[src/rtl/lmc_pkg.sv]
`timescale 1ns/1ps
// Package: shared encodings for the sharer mode classifier.
// Assumes: mode bit 0 = private, 1 = remote; grant codes are fixed.
package lmc_pkg;

    localparam logic MODE_PRIV   = 1'b0;
    localparam logic MODE_REMOTE = 1'b1;

    typedef enum logic [1:0] {
        GR_NONE    = 2'd0,
        GR_WORD    = 2'd1,
        GR_LINE_RO = 2'd2,
        GR_LINE_RW = 2'd3
    } grant_e;

    function automatic int imax(input int a, input int b);
        return (a > b) ? a : b;
    endfunction

endpackage

[src/rtl/lmc_threshold.sv]
`timescale 1ns/1ps
// Module: lmc_threshold
// Works out the promotion threshold that applies to one remote sharer.
// The threshold comes from its level, or is PCT when the requester reports
// an invalid way. Assumes RAT_MAX >= PCT. A level above the top one is
// treated as RAT_MAX.
module lmc_threshold #(
    parameter int PCT        = 4,
    parameter int RAT_MAX    = 16,
    parameter int RAT_LEVELS = 2,
    parameter int LVL_W      = 1,
    parameter int CMP_W      = 9
) (
    input  logic [LVL_W-1:0] lvl,
    input  logic             inv_way,
    output logic [CMP_W-1:0] thresh
);
    localparam int RAT_STEP = (RAT_LEVELS > 1) ? (RAT_MAX - PCT) / (RAT_LEVELS - 1) : 0;
    localparam logic [LVL_W-1:0] LVL_TOP = LVL_W'(RAT_LEVELS - 1);

    logic [CMP_W-1:0] lvl_th;

    generate
        if (RAT_LEVELS == 1) begin : g_single
            // Single level: the threshold never moves.
            assign lvl_th = CMP_W'(PCT);
        end else begin : g_multi
            // Additive steps from PCT toward RAT_MAX.
            always_comb begin
                if (lvl > LVL_TOP)
                    lvl_th = CMP_W'(RAT_MAX);
                else
                    lvl_th = CMP_W'(PCT) + CMP_W'(lvl) * CMP_W'(RAT_STEP);
            end
        end
    endgenerate

    // Invalid-way shortcut replaces the level threshold with PCT.
    always_comb begin
        thresh = inv_way ? CMP_W'(PCT) : lvl_th;
    end

    // a level threshold stays between PCT and RAT_MAX
    always_comb begin
        th_range_chk: assert (lvl_th >= CMP_W'(PCT) && lvl_th <= CMP_W'(RAT_MAX) || $isunknown(lvl))
            else $error("threshold out of range");
    end
endmodule

[src/rtl/lmc_decide.sv]
`timescale 1ns/1ps
// Module: lmc_decide
// Combinational next-state and grant logic for the single sharer named by
// the current event. Assumes that at most one of is_req/is_ack is set, and
// that thresh comes from lmc_threshold for this sharer's level.
module lmc_decide
    import lmc_pkg::*;
#(
    parameter int PCT        = 4,
    parameter int RAT_LEVELS = 2,
    parameter int UTIL_W     = 4,
    parameter int PUTIL_W    = 8,
    parameter int LVL_W      = 1,
    parameter int CMP_W      = 9
) (
    input  logic               is_req,
    input  logic               is_ack,
    input  logic               req_write,
    input  logic               ack_evict,
    input  logic [PUTIL_W-1:0] ack_util,
    input  logic [CMP_W-1:0]   thresh,
    input  logic               cur_mode,
    input  logic [UTIL_W-1:0]  cur_rutil,
    input  logic [LVL_W-1:0]   cur_lvl,
    output logic               nxt_mode,
    output logic [UTIL_W-1:0]  nxt_rutil,
    output logic [LVL_W-1:0]   nxt_lvl,
    output grant_e             grant
);
    localparam logic [CMP_W-1:0] UMAX    = CMP_W'((1 << UTIL_W) - 1);
    localparam logic [LVL_W-1:0] LVL_TOP = LVL_W'(RAT_LEVELS - 1);

    logic [CMP_W-1:0] cnt_inc;
    logic [CMP_W-1:0] use_sum;
    grant_e           line_gr;

    // Count seen by this access, held wide enough to reach the threshold.
    always_comb begin
        cnt_inc = CMP_W'(cur_rutil) + CMP_W'(1);
        use_sum = CMP_W'(ack_util) + CMP_W'(cur_rutil);
        line_gr = req_write ? GR_LINE_RW : GR_LINE_RO;
    end

    // Decide the grant and the sharer's next fields.
    always_comb begin
        nxt_mode  = cur_mode;
        nxt_rutil = cur_rutil;
        nxt_lvl   = cur_lvl;
        grant     = GR_NONE;
        if (is_req) begin
            if (cur_mode == MODE_PRIV) begin
                grant = line_gr;
            end else if (cnt_inc >= thresh) begin
                nxt_mode  = MODE_PRIV;
                nxt_rutil = '0;
                grant     = line_gr;
            end else begin
                grant     = GR_WORD;
                nxt_rutil = (cnt_inc > UMAX) ? UMAX[UTIL_W-1:0] : cnt_inc[UTIL_W-1:0];
            end
        end else if (is_ack && cur_mode == MODE_PRIV) begin
            if (use_sum >= CMP_W'(PCT)) begin
                nxt_lvl = '0;
            end else begin
                nxt_mode = MODE_REMOTE;
                if (ack_evict && cur_lvl < LVL_TOP)
                    nxt_lvl = cur_lvl + 1'b1;
            end
        end
    end

    // a word grant is only issued to a sharer that remains remote
    always_comb begin
        word_mode_chk: assert (grant != GR_WORD || nxt_mode == MODE_REMOTE)
            else $error("word grant with private mode");
    end
endmodule

[src/rtl/lmc_entry.sv]
`timescale 1ns/1ps
// Module: lmc_entry
// State of one tracked sharer: mode, remote-use counter and threshold level.
// Assumes that upd_en and clr_util are never set together for one entry.
// Fill wins over both.
module lmc_entry
    import lmc_pkg::*;
#(
    parameter int UTIL_W     = 4,
    parameter int LVL_W      = 1,
    parameter int RAT_LEVELS = 2
) (
    input  logic              clk,
    input  logic              rst_n,
    input  logic              fill,
    input  logic              upd_en,
    input  logic              clr_util,
    input  logic              upd_mode,
    input  logic [UTIL_W-1:0] upd_rutil,
    input  logic [LVL_W-1:0]  upd_lvl,
    output logic              mode_q,
    output logic [UTIL_W-1:0] rutil_q,
    output logic [LVL_W-1:0]  lvl_q
);
    // Hold the sharer's fields; reset and fill return it to private.
    always_ff @(posedge clk) begin
        if (!rst_n || fill) begin
            mode_q  <= MODE_PRIV;
            rutil_q <= '0;
            lvl_q   <= '0;
        end else if (upd_en) begin
            mode_q  <= upd_mode;
            rutil_q <= upd_rutil;
            lvl_q   <= upd_lvl;
        end else if (clr_util) begin
            rutil_q <= '0;
        end
    end


    fill_priv_chk: assert property (@(posedge clk) disable iff (!rst_n)
        fill |=> (mode_q == MODE_PRIV && rutil_q == '0 && lvl_q == '0))
        else $error("fill did not restore private state");


    promote_clear_chk: assert property (@(posedge clk) disable iff (!rst_n)
        $fell(mode_q) |-> (rutil_q == '0))
        else $error("promotion kept a nonzero counter");


    no_wrap_chk: assert property (@(posedge clk) disable iff (!rst_n)
        1'b1 |=> (rutil_q >= $past(rutil_q) || rutil_q == '0))
        else $error("remote counter wrapped or shrank");


    lvl_bound_chk: assert property (@(posedge clk) disable iff (!rst_n)
        32'(lvl_q) < RAT_LEVELS)
        else $error("level beyond top");


    lvl_step_chk: assert property (@(posedge clk) disable iff (!rst_n)
        1'b1 |=> (lvl_q == $past(lvl_q) || lvl_q == '0 || lvl_q == $past(lvl_q) + 1'b1))
        else $error("level jumped");
endmodule

[src/rtl/locality_mode_classifier.sv]
`timescale 1ns/1ps
// Module: locality_mode_classifier
// Per-line private/remote classifier for NUM_SHARERS tracked sharers.
// Picks one event per cycle (fill, then request, then acknowledgement),
// updates the named sharer, and reports a registered decision strobe one
// cycle later. Assumes ids below NUM_SHARERS.
module locality_mode_classifier
    import lmc_pkg::*;
#(
    parameter int NUM_SHARERS = 4,
    parameter int UTIL_W      = 4,
    parameter int PUTIL_W     = 8,
    parameter int PCT         = 4,
    parameter int RAT_MAX     = 16,
    parameter int RAT_LEVELS  = 2,
    localparam int ID_W  = (NUM_SHARERS > 1) ? $clog2(NUM_SHARERS) : 1,
    localparam int LVL_W = (RAT_LEVELS > 1) ? $clog2(RAT_LEVELS) : 1
) (
    input  logic               clk,
    input  logic               rst_n,
    input  logic               fill_valid,
    input  logic               req_valid,
    input  logic [ID_W-1:0]    req_id,
    input  logic               req_write,
    input  logic               req_inv_way,
    input  logic               ack_valid,
    input  logic [ID_W-1:0]    ack_id,
    input  logic               ack_evict,
    input  logic [PUTIL_W-1:0] ack_util,
    output logic               dec_valid,
    output logic [1:0]         dec_grant,
    output logic [ID_W-1:0]    dec_id,
    output logic               dec_mode,
    output logic [UTIL_W-1:0]  dec_rutil,
    output logic [LVL_W-1:0]   dec_lvl
);
    localparam int TH_W  = $clog2(RAT_MAX + 1);
    localparam int CMP_W = imax(imax(UTIL_W, PUTIL_W), TH_W) + 1;

    logic              req_act, ack_act;
    logic [ID_W-1:0]   sel_id;
    logic              mode_a  [NUM_SHARERS];
    logic [UTIL_W-1:0] rutil_a [NUM_SHARERS];
    logic [LVL_W-1:0]  lvl_a   [NUM_SHARERS];
    logic              cur_mode;
    logic [UTIL_W-1:0] cur_rutil;
    logic [LVL_W-1:0]  cur_lvl;
    logic [CMP_W-1:0]  thresh;
    logic              nxt_mode;
    logic [UTIL_W-1:0] nxt_rutil;
    logic [LVL_W-1:0]  nxt_lvl;
    grant_e            grant;

    // Event arbitration: fill beats request beats acknowledgement.
    always_comb begin
        req_act = req_valid && !fill_valid;
        ack_act = ack_valid && !fill_valid && !req_valid;
        sel_id  = req_act ? req_id : ack_id;
    end

    // Fetch the fields of the sharer named by the winning event.
    always_comb begin
        cur_mode  = mode_a[sel_id];
        cur_rutil = rutil_a[sel_id];
        cur_lvl   = lvl_a[sel_id];
    end

    lmc_threshold #(
        .PCT(PCT), .RAT_MAX(RAT_MAX), .RAT_LEVELS(RAT_LEVELS),
        .LVL_W(LVL_W), .CMP_W(CMP_W)
    ) u_thresh (
        .lvl(cur_lvl), .inv_way(req_inv_way && req_act), .thresh(thresh)
    );

    lmc_decide #(
        .PCT(PCT), .RAT_LEVELS(RAT_LEVELS), .UTIL_W(UTIL_W),
        .PUTIL_W(PUTIL_W), .LVL_W(LVL_W), .CMP_W(CMP_W)
    ) u_decide (
        .is_req(req_act), .is_ack(ack_act), .req_write(req_write),
        .ack_evict(ack_evict), .ack_util(ack_util), .thresh(thresh),
        .cur_mode(cur_mode), .cur_rutil(cur_rutil), .cur_lvl(cur_lvl),
        .nxt_mode(nxt_mode), .nxt_rutil(nxt_rutil), .nxt_lvl(nxt_lvl),
        .grant(grant)
    );

    generate
        for (genvar g = 0; g < NUM_SHARERS; g++) begin : g_ent
            logic hit, clr;
            // Decode whether this sharer is updated or only has its counter cleared.
            always_comb begin
                hit = (req_act || ack_act) && (sel_id == ID_W'(g));
                clr = req_act && req_write && (req_id != ID_W'(g));
            end

            lmc_entry #(
                .UTIL_W(UTIL_W), .LVL_W(LVL_W), .RAT_LEVELS(RAT_LEVELS)
            ) u_ent (
                .clk(clk), .rst_n(rst_n), .fill(fill_valid),
                .upd_en(hit), .clr_util(clr),
                .upd_mode(nxt_mode), .upd_rutil(nxt_rutil), .upd_lvl(nxt_lvl),
                .mode_q(mode_a[g]), .rutil_q(rutil_a[g]), .lvl_q(lvl_a[g])
            );


            wr_clear_chk: assert property (@(posedge clk) disable iff (!rst_n)
                (req_act && req_write && req_id != ID_W'(g)) |=> (rutil_a[g] == '0))
                else $error("write left another counter set");
        end
    endgenerate

    // Register the decision strobe and the updated fields.
    always_ff @(posedge clk) begin
        if (!rst_n) begin
            dec_valid <= 1'b0;
            dec_grant <= GR_NONE;
            dec_id    <= '0;
            dec_mode  <= MODE_PRIV;
            dec_rutil <= '0;
            dec_lvl   <= '0;
        end else begin
            dec_valid <= req_act || ack_act;
            dec_grant <= grant;
            dec_id    <= sel_id;
            dec_mode  <= nxt_mode;
            dec_rutil <= nxt_rutil;
            dec_lvl   <= nxt_lvl;
        end
    end


    line_priv_chk: assert property (@(posedge clk) disable iff (!rst_n)
        (dec_valid && dec_grant[1]) |-> (dec_mode == MODE_PRIV))
        else $error("line grant to a remote sharer");


    fill_quiet_chk: assert property (@(posedge clk) disable iff (!rst_n)
        fill_valid |=> !dec_valid)
        else $error("strobe after fill");


    remote_ack_chk: assert property (@(posedge clk) disable iff (!rst_n)
        (ack_act && cur_mode == MODE_REMOTE) |=>
            (dec_grant == GR_NONE && dec_mode == MODE_REMOTE &&
             dec_rutil == $past(cur_rutil) && dec_lvl == $past(cur_lvl)))
        else $error("ack changed a remote sharer");


    stay_priv_chk: assert property (@(posedge clk) disable iff (!rst_n)
        (ack_act && cur_mode == MODE_PRIV && CMP_W'(ack_util) >= CMP_W'(PCT)) |=>
            (dec_mode == MODE_PRIV && dec_lvl == '0))
        else $error("well-used sharer demoted");


    strobe_id_chk: assert property (@(posedge clk) disable iff (!rst_n)
        req_act |=> (dec_valid && dec_id == $past(req_id)))
        else $error("strobe missing or wrong id");
endmodule

[config.mk]
export PLATFORM = sky130hd
export DESIGN_NAME = locality_mode_classifier
export DESIGN_NICKNAME = d
export VERILOG_FILES = /design/src/rtl/lmc_pkg.sv /design/src/rtl/lmc_threshold.sv /design/src/rtl/lmc_decide.sv /design/src/rtl/lmc_entry.sv /design/src/rtl/locality_mode_classifier.sv
export SDC_FILE = /design/constraint.sdc
export NUM_CORES = 1
export LEC_CHECK = 0
export BUFFER_PORTS_ARGS = -buffer_cell sky130_fd_sc_hd__buf_2
export CAP_MARGIN = 20
export CORE_ASPECT_RATIO = 2
export CORE_MARGIN = 3
export CORE_UTILIZATION = 50
export CTS_BUF_LIST = sky130_fd_sc_hd__clkbuf_8
export CTS_CLUSTER_SIZE = 12
export DETAILED_ROUTE_END_ITERATION = 12
export PLACE_DENSITY = 0.68
export REMOVE_ABC_BUFFERS = 1
export SLEW_MARGIN = 20
export SYNTH_ARGS = -nofsm -noshare
export SYNTH_HDL_FRONTEND = slang
export SYNTH_SLANG_ARGS = --single-unit
[constraint.sdc]
create_clock -name clk -period 4.41 [get_ports clk]
set_clock_uncertainty 0.05 [all_clocks]
set_input_delay 0.2205 -clock clk [delete_from_list [all_inputs] [get_ports clk]]
set_output_delay 0.2205 -clock clk [all_outputs]
set_load 0.05 [all_outputs]
Yosys cells after proc, flatten, opt, wreduce, memory -nomap -nowiden. Index checks and enable logic that the tools add are counted.

$add $sub $neg: 4. $mul: 1. Divide/modulo/power cells: 0. Order comparisons: 6. Eq/ne operators: 6. Shifts and indexed selects: 0. Multiplexer cells: 36. Bitwise operators: 2. Reductions and logical operators: 27.

Operators with widths (count): two-way mux 4 bit (14); two-way mux 9 bit (2); logical AND 1 bit (15); two-way mux 1 bit (14); nonzero test 2 bit (5); adder 8 x 4 -> 9 bit (1); greater-or-equal comparator 9 x 3 -> 1 bit, second input constant (1); greater-or-equal comparator 9 bit (1); greater-than comparator 9 x 4 -> 1 bit, second input constant (1); binary-select mux 4 bit (select 2 bit) (1); adder 3 x 5 -> 6 bit, first input constant (1); two-way mux 2 bit (3); adder 4 x 1 -> 5 bit, second input constant (1); binary-select mux 1 bit (select 2 bit) (2); == test 2 bit, second input constant (2); != test 2 bit, second input constant (2); greater-or-equal comparator 3 bit, second input constant (1); logical NOT 1 bit (3); multiplier 1 x 2 -> 3 bit, second input constant (1); NOT 2 -> 3 bit (1); == test 2 x 1 -> 1 bit, second input constant (1); logical NOT 2 bit (1); logical OR 1 bit (2); != test 2 x 1 -> 1 bit, second input constant (1); other kinds (5) (5).

Bits in registers: 35. Bits in latches: 0. RAM bits: 0. ROM bits: 0. Output and inout bits: 11. Word-level logic and storage cells: 100. Memories kept: 0.

Longest topological paths before layout. Gate-level depths: netlist (run 1).

Word-level depth: 16. Mapped depth: 16.

By module. A second synthesis (run 1) with hierarchy kept.

Cells, all modules: 221. Area total of the unflattened synthesis: 2082.0 µm².

Modules (own cells, without submodules): lmc_entry (instances 4, cells each 24, area an instance 235.2 µm²); locality_mode_classifier (instances 1, cells each 50, area an instance 571.8 µm²); lmc_decide (instances 1, cells each 65, area an instance 500.5 µm²); lmc_threshold (instances 1, cells each 10, area an instance 68.8 µm²).

Least setup slack after synthesis (run 1). Ideal clock, no wire load.

Kind: input port to flip-flop. From: input fill_valid. To: register g_ent[0].u_ent.rutil_q[2]. Setup time: 0.087 ns. Arrival time: 3.660 ns. Slack: 0.613 ns. Stages on the path: 15. Cells stage by stage: buf_4 and3b_1 a21o_1 buf_4 mux4_2 ha_1 inv_1 nor2_1 ha_1 nand2b_1 a2111oi_4 or3b_1 mux2i_4 nor3_4 o31ai_1.

Cells in the longest elaborated chain, start to end: 16.

Ends and longest elaborated chain: from (decl) (line locality_mode_classifier.sv:21) `input logic fill_valid,`; logical NOT 1 bit (line locality_mode_classifier.sv:56, locality_mode_classifier.sv:57); logical AND 1 bit (line locality_mode_classifier.sv:56) `req_act = req_valid && !fill_valid;`; two-way mux 2 bit (line locality_mode_classifier.sv:58) `sel_id = req_act ? req_id : ack_id;`; NOT 2 -> 3 bit (not written as such) (line locality_mode_classifier.sv:63, locality_mode_classifier.sv:64, locality_mode_classifier.sv:65); binary-select mux 1 bit (select 2 bit) (line locality_mode_classifier.sv:65) `cur_lvl = lvl_a[sel_id];`; two-way mux 1 bit (not written as such) (2 in series) (line locality_mode_classifier.sv:65); multiplier 1 x 2 -> 3 bit (line lmc_threshold.sv:33) `lvl_th = CMP_W'(PCT) + CMP_W'(lvl) * CMP_W'(RAT_STEP);`; adder 3 x 5 -> 6 bit (line lmc_threshold.sv:33); two-way mux 9 bit (line lmc_threshold.sv:30) `if (lvl > LVL_TOP)`; two-way mux 9 bit (line lmc_threshold.sv:40) `thresh = inv_way ? CMP_W'(PCT) : lvl_th;`; greater-or-equal comparator 9 bit (line lmc_decide.sv:53) `end else if (cnt_inc >= thresh) begin`; two-way mux 4 bit (line lmc_decide.sv:53); two-way mux 4 bit (line lmc_decide.sv:51) `if (cur_mode == MODE_PRIV) begin`; two-way mux 4 bit (line lmc_decide.sv:50) `if (is_req) begin`; two-way mux 4 bit (line lmc_entry.sv:31) `end else if (upd_en) begin`; to (signal assigned) (line lmc_entry.sv:33) `rutil_q <= upd_rutil;`; to (decl) (line lmc_entry.sv:22) `output logic [UTIL_W-1:0] rutil_q,`.

Several ways; a longest one is shown, not always the timed one. The select of a mux whose other input is x is not followed. A chain may end at the register's enable or synchronous reset.

Worst setup path after layout (run 1).
From: input req_id[0]. To: register g_ent[1].u_ent.rutil_q[1].

Cells in the longest elaborated chain, start to end: 14.

Ends and longest elaborated chain: from (decl) (line locality_mode_classifier.sv:23) `input logic [ID_W-1:0] req_id,`; two-way mux 2 bit (line locality_mode_classifier.sv:58); NOT 2 -> 3 bit (not written as such) (line locality_mode_classifier.sv:63, locality_mode_classifier.sv:64, locality_mode_classifier.sv:65); binary-select mux 1 bit (select 2 bit) (line locality_mode_classifier.sv:65); two-way mux 1 bit (not written as such) (2 in series) (line locality_mode_classifier.sv:65); multiplier 1 x 2 -> 3 bit (line lmc_threshold.sv:33); adder 3 x 5 -> 6 bit (line lmc_threshold.sv:33); two-way mux 9 bit (line lmc_threshold.sv:30); two-way mux 9 bit (line lmc_threshold.sv:40); greater-or-equal comparator 9 bit (line lmc_decide.sv:53); two-way mux 4 bit (line lmc_decide.sv:53); two-way mux 4 bit (line lmc_decide.sv:51); two-way mux 4 bit (line lmc_decide.sv:50); two-way mux 4 bit (line lmc_entry.sv:31); to (signal assigned) (line lmc_entry.sv:33); to (decl) (line lmc_entry.sv:22).

Several ways; a longest one is shown, not always the timed one. The select of a mux whose other input is x is not followed.

==> results.json, run 1 <==
{
  "fillers": 414,
  "cts_max_path_buffers": 2,
  "drc": 0,
  "place.gp.congestion": 0.918,
  "start_util_pct": 52.2,
  "h-tree-depth": 2,
  "overflow": 0,
  "dr_total_vias": 2265,
  "final_cells": 357,
  "maxCapViolCount": 0,
  "maxSlewViolCount": 0,
  "rsz0062_at_grt": "false",
  "reg2reg_from": "g_ent[0].u_ent.rutil_q[1]$_SDFFE_PP0P_",
  "grt_usage_pct": 27.4,
  "yosysTopAreaCell": "dfxtp_1",
  "worstPathArrival_ps": 4000,
  "rrSetupSlack_ps": 930,
  "cp-start-kind": "primary input",
  "path_class": "primary input to register",
  "postCtsSetupBuffers": 0,
  "syn_inst": 271,
  "wirelength_um": 6830,
  "rr_worst_depth": 11,
  "fp.dieW_um": 53.8,
  "grt_max_degree": 19,
  "final_nets": 332,
  "n_antenna_cell": 0,
  "ys_ff_latch": 35,
  "relSlewSlack_pct": 29.1,
  "fin_area_um2": 2580,
  "cts_tree": "built",
  "io_pins": 31,
  "grt_pass1_wl_um": 10700,
  "yosys_warnings": 0,
  "yosysSeqAreaShare_pct": 30.7,
  "post-route-period-util_pct": 87.3,
  "synth_ff_type": "dfxtp_1",
  "cts_hold_buf": 0,
  "seqCellArea_um2": 701,
  "vdd_drop_max_uv": 298,
  "fin_crit_ps": 3850,
  "ys_types": 57,
  "cts_buffers": 5,
  "design.core.area_um2": 4380,
  "worst_setup_path_end_kind": "register",
  "status": "finished clean",
  "cts_root_buffer": "clkbuf_8",
  "dieHeight_um": 102,
  "fmax_ghz": 0.260,
  "vias_per_cell": 6.34,
  "port_buffers": 30,
  "routedWlPerCell_um": 19.1,
  "worstPathMaxFanout": 11,
  "syn_area_um2": 2290,
  "clock_latency_ps": 300,
  "antenna_found_initial": 0,
  "placed_area_um2": 2470,
  "num_rows": 34,
  "critical_path.startpoint": "req_id[0]",
  "holdPathStages": 3,
  "clock-sinks": 35,
  "drt_iter0_drc": 79,
  "power_density_nw_per_um2": 294,
  "finalSetupViolCount": 0,
  "tns_ps": 0,
  "cts.repair.resized": 0,
  "synthTopCellsByArea": "dfxtp_1 31%, nand2_1 6.1%, ha_1 4.9%",
  "multiInputGateArea_um2": 1480,
  "fin_util_pct": 59.0,
  "p_leak_uw": 0.000997,
  "r2r_end": "g_ent[1].u_ent.rutil_q[1]$_SDFFE_PP0P_",
  "first_pass_iters": 5,
  "die-area_um2": 5470,
  "tightest_slew_ps": 1060,
  "ant_nets": 0,
  "path_clk_slew_ps": 70,
  "synth.most_common_cell": "nand2_1",
  "async_reset_ff_share_pct": 0,
  "critPathCapture": "g_ent[1].u_ent.rutil_q[1]$_SDFFE_PP0P_",
  "netlist_top_cells_count": "37 x nand2_1, 35 x dfxtp_1, 24 x nor2_1, 17 x a21oi_1, 12 x a211oi_1",
  "required_ps": 4560,
  "synth_top_area_share_pct": 30.7,
  "synth_edf_count": 0,
  "grt_pass1_vias": 2209,
  "hp-class": "primary input to register",
  "hold_violations": 0,
  "dp.cells": 349,
  "avgSynthCellArea_um2": 8.44,
  "syn2layout_area_growth_pct": 13.0,
  "drive_gt1_share_pct": 19.1,
  "dp_hpwl_um": 5390
}
==> worst min-delay path by stage <==
stage | startpoint | to
floorplan | ack_valid | dec_valid$_SDFF_PN0_
global placement | g_ent[0].u_ent.lvl_q$_SDFFE_PP0P_ | g_ent[0].u_ent.lvl_q$_SDFFE_PP0P_
detailed placement | g_ent[0].u_ent.lvl_q$_SDFFE_PP0P_ | g_ent[0].u_ent.lvl_q$_SDFFE_PP0P_
CTS | req_write | dec_grant[0]$_SDFF_PN0_
global route | ack_valid | dec_valid$_SDFF_PN0_
finish | req_write | dec_grant[0]$_SDFF_PN0_
==> stage by stage <==
step / hold slack [ps] / setup slack [ps] / power [µW]
finish: 117 / 561 / 760
global route: 146 / 316 / 786
CTS: 123 / 574 / 759
detailed placement: 409 / 296 / 470
global placement: 404 / 425 / 468
floorplan: 286 / 692 / 422
==> routing by layer <==
| layer | vias up | share of wire (%) | track usage [%] |
|---|---|---|---|
| met5 | - | 0 | 0 |
| met4 | 0 | 5.7 | 17.9 |
| met3 | 32 | 4.6 | 3.83 |
| met2 | 111 | 56 | 48.7 |
| met1 | 1048 | 34 | 28.0 |
| li1 | 1074 | - | - |
==> cell families after synthesis <==
group	synth area share, %
compound gates	27.0
xor+xnor	1.53
fa+ha+maj	5.80
buf+inv	4.54
flops	30.7
mux	5.80
simple gates	24.6
==> layout make-up <==
type                       count  share of cell area [%]
multi-input combinational    215                    57.3
sequential                    35                    27.1
timing repair buffer          34                    6.97
clock buffer                   5                    2.66
tap                           54                    2.62
clock inverter                 3                    1.69
inverter                      11                    1.60
==> registers in the layout (all words and copies together), names as in the netlist, 2 cells and up <==
signal,cells
g_ent.u_ent.lvl_q,4
g_ent.u_ent.rutil_q,16
dec_grant,2
g_ent.u_ent.mode_q,4
dec_rutil,4
dec_id,2
==> worst max-delay path, stage by stage <==
cell and delay (ps):
buf_2 200, and3b_1 250, a21o_1 270, mux4_2 630
ha_1 260, inv_1 170, nor2_1 90, ha_1 250
nand2b_1 200, a2111oi_4 290, or3b_1 430, mux2i_4 330
nor3_4 120, o31ai_1 290
==> report_power, final <==
group	total (µW)	switching (µW)	internal, µW
Combinational	141	96.3	44.6
Sequential	324	2.27	322
Clock	295	127	168
Total	760	225	534
==> cells in the final DEF (no fill, tap or decap), types with 4 or more instances in the layout <==
cell type / n
nor2_1: 24
mux4_2: 4
dfxtp_1: 35
nand2_1: 37
buf_4: 4
o31ai_1: 8
a211oi_1: 12
nor3_1: 9
a31oi_1: 4
nor2b_1: 4
nand3_1: 7
buf_2: 30
ha_1: 9
a211o_1: 5
o41ai_1: 4
nand2b_1: 6
o22ai_1: 5
clkbuf_8: 5
o21ai_0: 11
a21oi_1: 17
inv_1: 10
(Power assumes the default switching activity.)
==> inputs of run 2 (changes only) <==
--- a/config.mk
+++ b/config.mk
@@ -14,7 +14,6 @@
 export CTS_CLUSTER_SIZE = 12
 export DETAILED_ROUTE_END_ITERATION = 12
 export PLACE_DENSITY = 0.68
-export REMOVE_ABC_BUFFERS = 1
 export SLEW_MARGIN = 20
 export SYNTH_ARGS = -nofsm -noshare
 export SYNTH_HDL_FRONTEND = slang
==> results.json, run 2 (same netlist as run 1, synthesis figures left out) <==
{
  "dp.cells": 349,
  "drt_iter0_drc": 113,
  "largest-register": "g_ent.u_ent.rutil_q",
  "reg2reg_from": "g_ent[0].u_ent.rutil_q[1]$_SDFFE_PP0P_",
  "total_power_uw": 764,
  "postCtsSetupBuffers": 0,
  "dr_total_vias": 2299,
  "antenna_found_initial": 0,
  "vias_per_cell": 6.44,
  "maxSlewViolCount": 0,
  "cts_root_buffer": "clkbuf_8",
  "critPathMaxStageDelay_ps": 620,
  "path_clk_slew_ps": 80,
  "hold_end": "dec_grant[0]$_SDFF_PN0_",
  "hold_violations": 0,
  "critPathMostFrequentCell": "ha_1",
  "rrSetupSlack_ps": 940,
  "cts.repair.resized": 0,
  "critical_path.startpoint": "req_id[0]",
  "worstPathArrival_ps": 4000,
  "finalSetupViolCount": 0,
  "min_from": "req_write",
  "num_rows": 34,
  "layout_common_cells": "37 x nand2_1, 35 x dfxtp_1, 30 x buf_2",
  "multiInputGateArea_um2": 1480,
  "mostFrequentLayoutCell": "nand2_1",
  "vdd_drop_max_uv": 208,
  "relSlewSlack_pct": 30.2,
  "post-route-period-util_pct": 87.3,
  "grt_pass1_vias": 2262,
  "overflow": 0,
  "io_pins": 31,
  "cp-start-kind": "primary input",
  "fillers": 431,
  "status": "finished clean",
  "r2r_end": "g_ent[0].u_ent.rutil_q[2]$_SDFFE_PP0P_",
  "cts_max_path_buffers": 2,
  "clock_latency_ps": 300,
  "largest_reg_flops": 16,
  "die-area_um2": 5470,
  "final_cells": 357,
  "n_antenna_cell": 0,
  "cts_tree": "built",
  "synthesis.nets": 301,
  "clock-sinks": 35,
  "drive_gt1_share_pct": 19.1,
  "worst_slack_ps": 562,
  "holdPathStages": 3,
  "fmax_ghz": 0.260,
  "syn2layout_area_growth_pct": 13.0,
  "p_leak_uw": 0.000997,
  "fin_util_pct": 59.0,
  "cts_buffers": 5,
  "rsz0062_at_grt": "false",
  "path_class": "primary input to register",
  "wirelength_um": 6850,
  "ant_nets": 0,
  "crit_slowest_cell": "mux4_2",
  "h-tree-depth": 2,
  "rr_worst_depth": 11,
  "port_buffers": 30,
  "required_ps": 4560,
  "cp_top_family": "simple AND/OR/NAND/NOR gates",
  "maxCapViolCount": 0,
  "fin_crit_ps": 3850,
  "grt_pass1_wl_um": 11300,
  "place.gp.congestion": 0.930,
  "dieHeight_um": 102,
  "path_buf_inv": 2,
  "fp.dieW_um": 53.8,
  "drc": 0,
  "worstPathMaxFanout": 11,
  "tns_ps": 0,
  "routedWlPerCell_um": 19.2,
  "tightest_slew_ps": 1040,
  "dp_hpwl_um": 5510,
  "final_nets": 332,
  "first_pass_iters": 4,
  "seqCellArea_um2": 701,
  "start_util_pct": 52.2,
  "design.core.area_um2": 4380,
  "grt_max_degree": 19,
  "grt_usage_pct": 28.5,
  "pre_cts_ws_ps": 283,
  "power_density_nw_per_um2": 296,
  "cp_cell_sequence": "buf_2 > and3b_1 > a21o_1 > mux4_2 > ha_1 > inv_1 > nor2_1 > ha_1 > nand2b_1 > a2111oi_4 > or3b_1 > mux2i_4 > nor3_4 > o31ai_1",
  "cts_hold_buf": 0,
  "worst_setup_path_end_kind": "register",
  "hp-class": "primary input to register"
}
[run 2: cell counts in the layout (fill, tap and decap cells not counted)]
No cell type changed its count.
[run 2: cell type report]
cell class / count / area share [%]
clock inverters: 3 / 1.69
repair buffers: 34 / 6.97
clock buffers: 5 / 2.66
flip-flops and latches: 35 / 27.1
inverters: 11 / 1.60
well taps: 54 / 2.62
multi-input cells: 215 / 57.3
[run 2: how the worst max path moves through the flow]
| stage | end | slack [ps] | cells after the start |
|---|---|---|---|
| 2_1_floorplan | g_ent[0].u_ent.rutil_q[2]$_SDFFE_PP0P_ | 610 | 15 |
| 3_3_place_gp | g_ent[2].u_ent.rutil_q[2]$_SDFFE_PP0P_ | 420 | 14 |
| 3_5_place_dp | g_ent[0].u_ent.rutil_q[2]$_SDFFE_PP0P_ | 280 | 14 |
| 4_1_cts | g_ent[0].u_ent.rutil_q[2]$_SDFFE_PP0P_ | 570 | 14 |
| 5_1_grt | g_ent[0].u_ent.rutil_q[2]$_SDFFE_PP0P_ | 310 | 14 |
| 6_report | g_ent[0].u_ent.rutil_q[2]$_SDFFE_PP0P_ | 560 | 14 |
[run 2: worst register-to-register path, cell delays in order (launching register included)]
cell and delay (ps):
dfxtp_1 360, mux4_2 550, ha_1 250, inv_1 160
nor2_1 90, ha_1 240, nand2b_1 200, a2111oi_4 300
or3b_1 420, mux2i_4 340, nor3_4 130, o31ai_1 290
[run 2: metrics by stage]
step / area (µm²) / hold WS (ps)
finish: 2580 / 117
global route: 2580 / 155
CTS: 2580 / 128
detailed placement: 2470 / 416
global placement: 2470 / 401
floorplan: 2290 / 286
[run 2: report_power, final]
| part | internal [µW] | switching [µW] | leakage (µW) | total [µW] |
|---|---|---|---|---|
| sequential | 321 | 2.36 | 0.000283 | 324 |
| combinational | 44.5 | 95.3 | 0.000655 | 140 |
| clock | 168 | 132 | 0.0000581 | 300 |
| total | 534 | 230 | 0.000997 | 764 |
[run 2: routing by layer]
metal	track usage, %	vias up	wire [µm]
met5	0	-	0
met4	20.1	0	582
met3	4.57	46	383
met2	48.3	112	3640
met1	30.4	1065	2240
li1	-	1076	-
